### src/rtl/pll_seq_pkg.sv
package pll_seq_pkg;
  localparam int DATA_W  = 32;
  localparam int RST_BIT = 29;

  localparam logic [1:0] SEL_N  = 2'd0;
  localparam logic [1:0] SEL_M  = 2'd1;
  localparam logic [1:0] SEL_OD = 2'd2;

  localparam logic [1:0] STAT_OK      = 2'd0;
  localparam logic [1:0] STAT_INVALID = 2'd1;
  localparam logic [1:0] STAT_TIMEOUT = 2'd2;

  typedef enum logic [2:0] {
    S_IDLE, S_RST, S_N, S_M, S_OD, S_POLL, S_FIN
  } seq_state_e;
endpackage

### src/rtl/pll_rate_lookup.sv
module pll_rate_lookup #(
  parameter int RW = 16,
  parameter int NW = 5,
  parameter int MW = 9,
  parameter int ODW = 2,
  parameter int DEPTH = 4,
  parameter int COUNT = 4,
  parameter logic [DEPTH*RW-1:0]  TBL_RATE = '0,
  parameter logic [DEPTH*NW-1:0]  TBL_N    = '0,
  parameter logic [DEPTH*MW-1:0]  TBL_M    = '0,
  parameter logic [DEPTH*ODW-1:0] TBL_OD   = '0
) (
  input  logic [RW-1:0]  set_rate,
  output logic           hit,
  output logic [NW-1:0]  hit_n,
  output logic [MW-1:0]  hit_m,
  output logic [ODW-1:0] hit_od,
  input  logic [RW-1:0]  rnd_req,
  output logic [RW-1:0]  rnd_rate,
  output logic           rnd_ok
);
  // exact match, scanned downward so the lowest index wins
  always_comb begin
    hit    = 1'b0;
    hit_n  = '0;
    hit_m  = '0;
    hit_od = '0;
    for (int i = DEPTH - 1; i >= 0; i--) begin
      if (i < COUNT && TBL_RATE[i*RW +: RW] == set_rate) begin
        hit    = 1'b1;
        hit_n  = TBL_N[i*NW +: NW];
        hit_m  = TBL_M[i*MW +: MW];
        hit_od = TBL_OD[i*ODW +: ODW];
      end
    end
  end

  // round up to first entry at or above the request, else entry 0
  always_comb begin
    logic found;
    found    = 1'b0;
    rnd_ok   = (COUNT > 0);
    rnd_rate = (COUNT > 0) ? TBL_RATE[0 +: RW] : '0;
    for (int i = 0; i < DEPTH; i++) begin
      if (!found && i < COUNT && rnd_req <= TBL_RATE[i*RW +: RW]) begin
        rnd_rate = TBL_RATE[i*RW +: RW];
        found    = 1'b1;
      end
    end
  end
endmodule

### src/rtl/pll_rate_calc.sv
module pll_rate_calc #(
  parameter int RW = 16,
  parameter int NW = 5,
  parameter int MW = 9,
  parameter int ODW = 2
) (
  input  logic [RW-1:0]  parent_rate,
  input  logic [NW-1:0]  n,
  input  logic [MW-1:0]  m,
  input  logic [ODW-1:0] od,
  output logic [RW-1:0]  rate
);
  localparam int PW = RW + MW;

  logic [PW-1:0] prod;
  logic [PW-1:0] quo;

  always_comb begin
    prod = {{MW{1'b0}}, parent_rate} * {{RW{1'b0}}, m};
    quo  = (n == '0) ? '0 : prod / {{(PW-NW){1'b0}}, n};
    rate = RW'(quo >> od);
  end
endmodule

### src/rtl/pll_seq_fsm.sv
module pll_seq_fsm
  import pll_seq_pkg::*;
#(
  parameter int RW = 16,
  parameter int NW = 5,
  parameter int MW = 9,
  parameter int ODW = 2,
  parameter int LOCK_POLLS = 24_000_000,
  parameter logic [NW-1:0]  RST_N  = 1,
  parameter logic [MW-1:0]  RST_M  = 20,
  parameter logic [ODW-1:0] RST_OD = 0
) (
  input  logic              clk,
  input  logic              rst_n,
  input  logic              req_valid,
  output logic              req_ready,
  input  logic [RW-1:0]     req_rate,
  input  logic [RW-1:0]     parent_rate,
  input  logic              hit,
  input  logic [NW-1:0]     hit_n,
  input  logic [MW-1:0]     hit_m,
  input  logic [ODW-1:0]    hit_od,
  input  logic              pll_lock,
  output logic              wr_en,
  output logic [1:0]        wr_sel,
  output logic [DATA_W-1:0] wr_data,
  output logic [NW-1:0]     cur_n,
  output logic [MW-1:0]     cur_m,
  output logic [ODW-1:0]    cur_od,
  output logic              done,
  output logic [1:0]        status
);
  localparam int PCW = (LOCK_POLLS > 1) ? $clog2(LOCK_POLLS) : 1;
  localparam logic [PCW-1:0] POLL_LAST = PCW'(LOCK_POLLS - 1);

  seq_state_e     state;
  logic [NW-1:0]  tgt_n, prv_n;
  logic [MW-1:0]  tgt_m, prv_m;
  logic [ODW-1:0] tgt_od, prv_od;
  logic           restoring;
  logic [PCW-1:0] poll_cnt;
  logic [1:0]     status_q;

  always_ff @(posedge clk) begin
    if (!rst_n) begin
      state     <= S_IDLE;
      tgt_n     <= RST_N;   prv_n  <= RST_N;   cur_n  <= RST_N;
      tgt_m     <= RST_M;   prv_m  <= RST_M;   cur_m  <= RST_M;
      tgt_od    <= RST_OD;  prv_od <= RST_OD;  cur_od <= RST_OD;
      restoring <= 1'b0;
      poll_cnt  <= '0;
      status_q  <= STAT_OK;
    end else begin
      case (state)
        S_IDLE: if (req_valid) begin
          if (parent_rate == '0 || req_rate == '0 || !hit) begin
            status_q <= STAT_INVALID;
            state    <= S_FIN;
          end else begin
            tgt_n     <= hit_n;  tgt_m <= hit_m;  tgt_od <= hit_od;
            prv_n     <= cur_n;  prv_m <= cur_m;  prv_od <= cur_od;
            restoring <= 1'b0;
            state     <= S_RST;
          end
        end
        S_RST: state <= S_N;
        S_N: begin
          cur_n <= tgt_n;
          state <= S_M;
        end
        S_M: begin
          cur_m <= tgt_m;
          state <= S_OD;
        end
        S_OD: begin
          cur_od   <= tgt_od;
          poll_cnt <= '0;
          state    <= S_POLL;
        end
        S_POLL: begin
          if (pll_lock) begin
            status_q <= restoring ? STAT_TIMEOUT : STAT_OK;
            state    <= S_FIN;
          end else if (poll_cnt == POLL_LAST) begin
            if (restoring) begin
              status_q <= STAT_TIMEOUT;
              state    <= S_FIN;
            end else begin
              restoring <= 1'b1;
              tgt_n     <= prv_n;  tgt_m <= prv_m;  tgt_od <= prv_od;
              state     <= S_RST;
            end
          end else begin
            poll_cnt <= poll_cnt + 1'b1;
          end
        end
        default: state <= S_IDLE;
      endcase
    end
  end

  always_comb begin
    req_ready = (state == S_IDLE);
    done      = (state == S_FIN);
    status    = status_q;
    wr_en     = 1'b0;
    wr_sel    = SEL_N;
    wr_data   = '0;
    case (state)
      S_RST: begin
        wr_en              = 1'b1;
        wr_data[NW-1:0]    = cur_n;
        wr_data[RST_BIT]   = 1'b1;
      end
      S_N: begin
        wr_en           = 1'b1;
        wr_data[NW-1:0] = tgt_n;
      end
      S_M: begin
        wr_en           = 1'b1;
        wr_sel          = SEL_M;
        wr_data[MW-1:0] = tgt_m;
      end
      S_OD: begin
        wr_en            = 1'b1;
        wr_sel           = SEL_OD;
        wr_data[ODW-1:0] = tgt_od;
      end
      default: ;
    endcase
  end


  rst_then_n_chk: assert property (@(posedge clk) disable iff (!rst_n)
    (wr_en && wr_sel == SEL_N && wr_data[RST_BIT]) |=>
    (wr_en && wr_sel == SEL_N && !wr_data[RST_BIT]));

  n_then_m_chk: assert property (@(posedge clk) disable iff (!rst_n)
    (wr_en && wr_sel == SEL_N && !wr_data[RST_BIT]) |=> (wr_en && wr_sel == SEL_M));

  m_then_od_chk: assert property (@(posedge clk) disable iff (!rst_n)
    (wr_en && wr_sel == SEL_M) |=> (wr_en && wr_sel == SEL_OD));

  poll_bound_chk: assert property (@(posedge clk) disable iff (!rst_n)
    (state == S_POLL) |-> (poll_cnt <= POLL_LAST));

  timeout_replay_chk: assert property (@(posedge clk) disable iff (!rst_n)
    (state == S_POLL && !pll_lock && poll_cnt == POLL_LAST && !restoring) |=>
    (wr_en && wr_sel == SEL_N && wr_data[RST_BIT]));

  zero_reject_chk: assert property (@(posedge clk) disable iff (!rst_n)
    (req_valid && req_ready && (parent_rate == '0 || req_rate == '0)) |=>
    (done && status == STAT_INVALID && !wr_en));

  done_code_chk: assert property (@(posedge clk) disable iff (!rst_n)
    done |-> (status != 2'b11));

  done_ready_chk: assert property (@(posedge clk) disable iff (!rst_n)
    done |=> (req_ready && !done));
endmodule

### src/rtl/pll_reprog_seq.sv
module pll_reprog_seq
  import pll_seq_pkg::*;
#(
  parameter int RW = 16,
  parameter int NW = 5,
  parameter int MW = 9,
  parameter int ODW = 2,
  parameter int DEPTH = 4,
  parameter int TBL_COUNT = 4,
  parameter int LOCK_POLLS = 24_000_000,
  parameter logic [NW-1:0]  RST_N  = 1,
  parameter logic [MW-1:0]  RST_M  = 20,
  parameter logic [ODW-1:0] RST_OD = 0,
  parameter logic [DEPTH*RW-1:0]  TBL_RATE = {16'd1200, 16'd1008, 16'd900, 16'd600},
  parameter logic [DEPTH*NW-1:0]  TBL_N    = {5'd1, 5'd2, 5'd1, 5'd1},
  parameter logic [DEPTH*MW-1:0]  TBL_M    = {9'd50, 9'd84, 9'd75, 9'd50},
  parameter logic [DEPTH*ODW-1:0] TBL_OD   = {2'd0, 2'd0, 2'd1, 2'd1}
) (
  input  logic              clk,
  input  logic              rst_n,
  input  logic              req_valid,
  output logic              req_ready,
  input  logic [RW-1:0]     req_rate,
  input  logic [RW-1:0]     parent_rate,
  output logic              done,
  output logic [1:0]        status,
  input  logic [RW-1:0]     rnd_req,
  output logic [RW-1:0]     rnd_rate,
  output logic              rnd_ok,
  output logic [RW-1:0]     cur_rate,
  output logic              wr_en,
  output logic [1:0]        wr_sel,
  output logic [DATA_W-1:0] wr_data,
  input  logic              pll_lock
);
  logic           hit;
  logic [NW-1:0]  hit_n, cur_n;
  logic [MW-1:0]  hit_m, cur_m;
  logic [ODW-1:0] hit_od, cur_od;

  pll_rate_lookup #(
    .RW(RW), .NW(NW), .MW(MW), .ODW(ODW), .DEPTH(DEPTH), .COUNT(TBL_COUNT),
    .TBL_RATE(TBL_RATE), .TBL_N(TBL_N), .TBL_M(TBL_M), .TBL_OD(TBL_OD)
  ) lookup_i (
    .set_rate(req_rate), .hit(hit), .hit_n(hit_n), .hit_m(hit_m), .hit_od(hit_od),
    .rnd_req(rnd_req), .rnd_rate(rnd_rate), .rnd_ok(rnd_ok)
  );

  pll_seq_fsm #(
    .RW(RW), .NW(NW), .MW(MW), .ODW(ODW), .LOCK_POLLS(LOCK_POLLS),
    .RST_N(RST_N), .RST_M(RST_M), .RST_OD(RST_OD)
  ) fsm_i (
    .clk(clk), .rst_n(rst_n), .req_valid(req_valid), .req_ready(req_ready),
    .req_rate(req_rate), .parent_rate(parent_rate),
    .hit(hit), .hit_n(hit_n), .hit_m(hit_m), .hit_od(hit_od), .pll_lock(pll_lock),
    .wr_en(wr_en), .wr_sel(wr_sel), .wr_data(wr_data),
    .cur_n(cur_n), .cur_m(cur_m), .cur_od(cur_od),
    .done(done), .status(status)
  );

  pll_rate_calc #(.RW(RW), .NW(NW), .MW(MW), .ODW(ODW)) calc_i (
    .parent_rate(parent_rate), .n(cur_n), .m(cur_m), .od(cur_od), .rate(cur_rate)
  );
endmodule

### config.mk
export PLATFORM = sky130hd
export DESIGN_NAME = pll_reprog_seq
export DESIGN_NICKNAME = d
export VERILOG_FILES = /design/src/rtl/pll_seq_pkg.sv /design/src/rtl/pll_rate_lookup.sv /design/src/rtl/pll_rate_calc.sv /design/src/rtl/pll_seq_fsm.sv /design/src/rtl/pll_reprog_seq.sv
export SDC_FILE = /design/constraint.sdc
export NUM_CORES = 1
export LEC_CHECK = 0
export BUFFER_PORTS_ARGS = -buffer_cell sky130_fd_sc_hd__buf_2
export CAP_MARGIN = 20
export CORE_ASPECT_RATIO = 1.1
export CORE_MARGIN = 2
export CORE_UTILIZATION = 59
export CTS_CLUSTER_SIZE = 16
export DETAILED_ROUTE_END_ITERATION = 10
export HOLD_SLACK_MARGIN = 0.08
export PLACE_DENSITY = 0.78
export SLEW_MARGIN = 10
export SYNTH_ARGS = -nofsm -noshare
export SYNTH_HDL_FRONTEND = slang
export SYNTH_HIERARCHICAL = 1
export SYNTH_SLANG_ARGS = --single-unit
export TNS_END_PERCENT = 1
### constraint.sdc
create_clock -name clk -period 168.2 [get_ports clk]
set_input_delay 33.64 -clock clk [delete_from_list [all_inputs] [get_ports clk]]
set_output_delay 33.64 -clock clk [all_outputs]
set_load 0.005 [all_outputs]
# ---- After elaboration in Yosys (flattened, before gate mapping)
# Index checks and enable logic that the tools add are counted.
dict set report totals {
  in_bits 52
  register_bits 79
  out_inout_bits 72
  wordCells 130
}
dict set report op_classes {
  div_mod_pow 1
  eq_ne 20
  add_sub_neg 1
  reduce_logical 22
  magnitude_cmp 4
  bitwise_logic 1
  n_mux 66
  shift 1
  multipliers 1
}
# cell count
set ops {}
lappend ops {{9-bit 2-to-1 mux} 10}
lappend ops {{25-bit 2-to-1 mux} 3}
lappend ops {{25-bit case mux with 2 select lines} 1}
lappend ops {{10-bit by 16-bit == test with 1-bit output (first input constant)} 3}
lappend ops {{16-bit by 10-bit less-or-equal comparator with 1-bit output (second input constant)} 3}
lappend ops {{5-bit 2-to-1 mux} 8}
lappend ops {{16-bit zero test} 2}
lappend ops {{25-bit by 1-bit adder with 25-bit output (second input constant)} 1}
lappend ops {{25-bit by 5-bit divider with 25-bit output} 1}
lappend ops {{25-bit == test (second input constant)} 1}
lappend ops {{16-bit by 9-bit multiplier with 25-bit output} 1}
lappend ops {{25-bit by 2-bit >> shifter with 16-bit output} 1}
lappend ops {{2-bit 2-to-1 mux} 11}
lappend ops {{3-bit case mux with 6 select lines} 1}
lappend ops {{9-bit case mux with 2 select lines} 1}
lappend ops {{11-bit by 16-bit == test with 1-bit output (first input constant)} 1}
lappend ops {{16-bit by 11-bit less-or-equal comparator with 1-bit output (second input constant)} 1}
lappend ops {{1-bit 2-to-1 mux} 16}
lappend ops {{3-bit 2-to-1 mux} 5}
lappend ops {{2-bit case mux with 2 select lines} 3}
lappend ops {{11-bit 2-to-1 mux} 1}
lappend ops {{2-bit != test (second input constant)} 5}
lappend ops {{5-bit case mux with 2 select lines} 1}
lappend ops {{5-bit AND reduction} 2}
lappend ops {{21 further kinds} 34}

# ---- Depth between registers and ports, before layout
dict set report depth {
  ltp_word 11
  ltp_mapped 305
  depth_no_buf 280
}

# ---- Hierarchy
# Netlist, hierarchy kept.
# mod seq_area_each_um2 cells_per_inst n_inst area_each_um2
set by_module_without_submodules {}
lappend by_module_without_submodules {pll_rate_calc 0.0 2283 1 16470.8}
lappend by_module_without_submodules {pll_seq_fsm 1581.5 484 1 3933.8}
lappend by_module_without_submodules {pll_rate_lookup 0.0 74 1 483.0}

# ---- Least setup slack after synthesis
# Ideal clock, no wire load.
dict set report synth_timing {
  path_kind {input to output}
  startpoint {in parent_rate[13]}
  endpoint {out cur_rate[0]}
  required_ns 134.560
  n_path_buf 24
  cell_stages 289
  arrival_time_ns 88.826
  setup_slack_ns 45.734
  cell_sequence {clkbuf_1 > nand2_1 > fa_1 > inv_1 > fa_1 > fa_1 > inv_1 > fa_1 > inv_1 > ha_1 > clkbuf_2 > nand3_1 > or4_1 > a211o_1 > and4_4 > buf_6 > o21ai_0 > xnor2_1 > [253 not listed] > and4bb_1 > and4b_1 > buf_2 > nand3_1 > clkbuf_1 > nor2_1 > a21oi_1 > ha_1 > a21oi_1 > nor2b_1 > o21ai_0 > nand2b_1 > a221oi_1 > o2111ai_1 > a2111o_1 > a2111oi_0 > nand4b_1 > o21a_1}
}
dict set report synth_via {
  elab_chain_len 4
}
# element line_no
set synth_lines {}
lappend synth_lines {{from (decl)} pll_reprog_seq.sv:24} ;# input logic [RW-1:0] parent_rate,
lappend synth_lines {{16-bit by 9-bit multiplier with 25-bit output} pll_rate_calc.sv:19} ;# prod = {{MW{1'b0}}, parent_rate} * {{RW{1'b0}}, m};
lappend synth_lines {{25-bit by 5-bit divider with 25-bit output} pll_rate_calc.sv:20} ;# quo = (n == '0) ? '0 : prod / {{(PW-NW){1'b0}}, n};
lappend synth_lines {{25-bit 2-to-1 mux} pll_rate_calc.sv:20}
lappend synth_lines {{25-bit by 2-bit >> shifter with 16-bit output} pll_rate_calc.sv:21} ;# rate = RW'(quo >> od);
lappend synth_lines {{to (decl)} pll_reprog_seq.sv:30} ;# output logic [RW-1:0] cur_rate,
# Every way passes these cells.

# ---- Worst setup path in the final report
dict set report layout_timing {
  startpoint {in parent_rate[6]}
  endpoint {out cur_rate[0]}
}
# The elaborated chain is that of the path after synthesis.

==> flow_summary.yaml <==
floorplan:
  coreArea_mm2: 0.0350
  placementRows: 72
  initial_utilization: 0.596
  io_pins: 124
  die_w_um: 183
  fp.dieArea_mm2: 0.0369
  chipHeight_um: 201
finish:
  multi_input_area_mm2: 0.0180
  seq_area_mm2: 0.00158
  drive_gt1_frac: 0.0902
  n_antenna_cell: 0
  nets: 3170
  areaGrowthSynthToFinish_pct: 4.12
  fillers: 3106
  finalInstanceArea_mm2: 0.0217
synthesis:
  yosysSeqAreaShare: 0.0757
  synth_edf_count: 0
  synth_compound_area_frac: 0.256
  synth_top_family_by_area: "simple AND/OR/NAND/NOR gates"
  yosys.area_share.simple: 0.303
  synth_ff_type: "dfxtp_1"
  async_reset_ff_frac: 0
  synth_top_area_share: 0.0976
  ys_warn_count: 6
  synth.distinct_cells: 127
  syn_inst: 2841
  synthTopCellsByArea: "ha_1, fa_1, dfxtp_1"
  synth.avg_cell_area_um2: 7.35
  ys_ff_latch: 79
  synthMuxAreaShare: 0.0495
  netlist_area_mm2: 0.0209
  synthAdderAreaFrac: 0.193
  synthXorXnorAreaFrac: 0.0564
  netlist.top_cell.by_area: "ha_1"
timing:
  timing.final.hold_violations: 0
  rsz0062_at_grt: "false"
  period_share: 0.780
  fin_tns_setup_ns: 0
  slew_viol_final: 0
  fmax_mhz: 7.62
  setup_viol: 0
  skew_ns: 0.00640
  slew-limit-headroom: 0.258
  timing.hold.ws_ns: 0.473
  worst_pin_slew_ns: 1.10
  period_minus_slack_ns: 131.17
clock_tree:
  root_buffer: "clkbuf_16"
  cts_made_buffers: 9
  cts_setup_buffers: 0
  h-tree-depth: 3
  clock_latency_ns: 0.34
  ctsHoldBuffers: 0
  cts-resized-gates: 0
  cts_tree: "built"
  clk_pin_slew_ns: 0.06
  clock_sinks: 79
  clk_path_buf_depth: 2
critical_path:
  cp-endpoint: "cur_rate[0]"
  crit_type: "in2out"
  crit_start: "parent_rate[6]"
  cpPeakStageDelay_ns: 0.91
  crit_arrival_ns: 97.53
  required_ns: 134.56
  reg2regPathDepth: 6
  slowest_stage: "or4_1"
  path_max_fanout: 21
  timing.rr.start: "fsm_i/state[2]$_SDFFE_PN0P_"
  cp-end-kind: "output pin"
  rr_endpoint: "fsm_i/tgt_n[1]$_SDFFE_PN0P_"
  cpMostUsedCell: "o21a_1"
  cp-start-kind: "primary input"
  ff2ff_setup_slack_ns: 165.39
hold_path:
  min_path_type: "reg2reg"
drt:
  dr.first_iter.drc_count: 1717
  drcViolationCount: 0
  ant_nets: 0
  wirelength_um: 59800
  first_pass_iters: 5
  detail_route.vias_per_cell: 6.58
  routedWlPerCell_um: 18.1
  vias: 21800
global_route:
  antenna_found_initial: 0
  gr-usage-all-layers: 0.317
  grt_max_degree: 54
  grt_pass1_vias: 21000
  overflow: 0
  grt_pass1_wl_um: 100000
placement:
  globalplace.congestion: 0.967
  dpl_cell_area_mm2: 0.0214
  io_buffer_count: 93
  post-dp-hpwl_um: 47500
status:
  status: "finished clean"
flow_run:
  cap_viol_max_count: 0
==> area by class of cell <==
| cell class | count | share of cell area |
|---|---|---|
| sequential | 79 | 0.0727 |
| multi-input combinational | 2482 | 0.830 |
| clock inverter | 6 | 0.00432 |
| timing repair buffer | 109 | 0.0268 |
| inverter | 175 | 0.0302 |
| tap | 444 | 0.0255 |
| clock buffer | 10 | 0.0105 |
==> flip-flops by register name, indices dropped and copies added, names as in the netlist <==
signal / count
fsm_i/cur_m: 9
fsm_i/cur_n: 5
fsm_i/cur_od: 2
fsm_i/poll_cnt: 25
fsm_i/prv_m: 9
fsm_i/prv_n: 5
fsm_i/prv_od: 2
fsm_i/restoring: 1
fsm_i/state: 3
fsm_i/status: 2
fsm_i/tgt_m: 9
fsm_i/tgt_n: 5
fsm_i/tgt_od: 2
==> metal layers <==
metal	global-route usage	vias to the layer above	share of wire
met2	0.540	859	0.47
met1	0.420	10400	0.43
met3	0.0279	162	0.061
met4	0.111	0	0.032
met5	0	-	0
li1	-	10300	-
==> critical path, delay by kind of cell <==
family          cells  cell delay [ns]
xor+xnor            1             0.13
compound gates    123            25.82
mux                 4             1.29
simple gates      102            25.29
buf+inv             9             1.12
fa+ha+maj          30            10.14
==> placed cells by master, fill, tap and decap left out, types with 15 or more instances in the layout <==
cell      count
dfxtp_1      79
o211ai_1     42
nand3_1      91
or4_1        18
or3_1        34
nor3_1      119
and2_1      117
o22ai_1      15
conb_1       36
ha_1        163
a211oi_1     20
a21o_1       38
o21ai_0     139
mux2i_1      62
buf_2        93
xnor2_1      88
a31oi_1      27
nand2_1     309
inv_1       173
nand2b_1     41
xor2_1       41
a21oi_1     139
nor2_1      233
nand4_1      31
nor2b_1      28
mux2_2       28
o21a_1       79
buf_4        15
or2_2        23
o31ai_1      32
and3_1       36
fa_1         99
a311oi_1     16
nor4_1       30
==> cells by family (layout without fill, tap and decap cells) <==
family,after synthesis,in the layout
AND/OR/NAND/NOR,1210,1210
XOR/XNOR,132,132
other,3,36
buffers and inverters,313,300
adder cells (fa/ha/maj),264,264
flip-flops,79,79
AO/OA/AOI/OAI,743,743
multiplexers,97,97
==> worst min-delay path by stage <==
stage / slack [ns] / startpoint / end / cells past startpoint
floorplan: 0.44 / fsm_i/tgt_n[0]$_SDFFE_PN1P_ / fsm_i/cur_n[0]$_SDFFE_PN1N_ / 2
global placement: 0.45 / fsm_i/tgt_n[0]$_SDFFE_PN1P_ / fsm_i/cur_n[0]$_SDFFE_PN1N_ / 2
detailed placement: 0.46 / fsm_i/status[1]$_SDFFE_PN0P_ / fsm_i/status[1]$_SDFFE_PN0P_ / 2
CTS: 0.47 / fsm_i/prv_od[0]$_SDFFE_PN0P_ / fsm_i/tgt_od[0]$_SDFFE_PN0P_ / 2
global route: 0.49 / fsm_i/poll_cnt[7]$_SDFFE_PN0P_ / fsm_i/poll_cnt[7]$_SDFFE_PN0P_ / 1
finish: 0.47 / fsm_i/status[0]$_SDFFE_PN0P_ / fsm_i/status[0]$_SDFFE_PN0P_ / 2
==> synth_stat cells (10+ instances only) <==
master,number
a21oi_1,139
buf_4,41
ha_1,163
a31oi_1,27
buf_2,23
nor4_1,30
nand2b_1,41
or2_2,23
xnor2_1,88
mux2i_1,62
nand4_1,31
o21ai_0,139
a311oi_1,16
nor3_1,119
nor2_1,233
a211o_1,12
nor2b_1,28
clkbuf_1,66
xor2_1,41
a21o_1,38
mux2_2,28
and3_1,36
dfxtp_1,79
nand2_1,309
o211ai_1,42
and2_1,117
a211oi_1,20
fa_1,99
nand3_1,91
nand3b_1,10
and4_1,13
o21ai_1,10
o21a_1,79
or3_1,34
o2111ai_1,10
inv_1,173
o22ai_1,15
or4_1,18
o31ai_1,32
==> through the flow <==
step | std cells | util | setup slack (ns)
CTS | 3304 | 0.620 | 37.77
detailed placement | 3288 | 0.611 | 37.95
global route | 3305 | 0.621 | 31.32
floorplan | 2874 | - | 45.73
finish | 3305 | 0.621 | 37.03
global placement | 3288 | 0.611 | 40.79
Power is left out: the tool's default activity adds up to more than one toggle a clock period on the data nets, which glitch-free logic cannot reach.
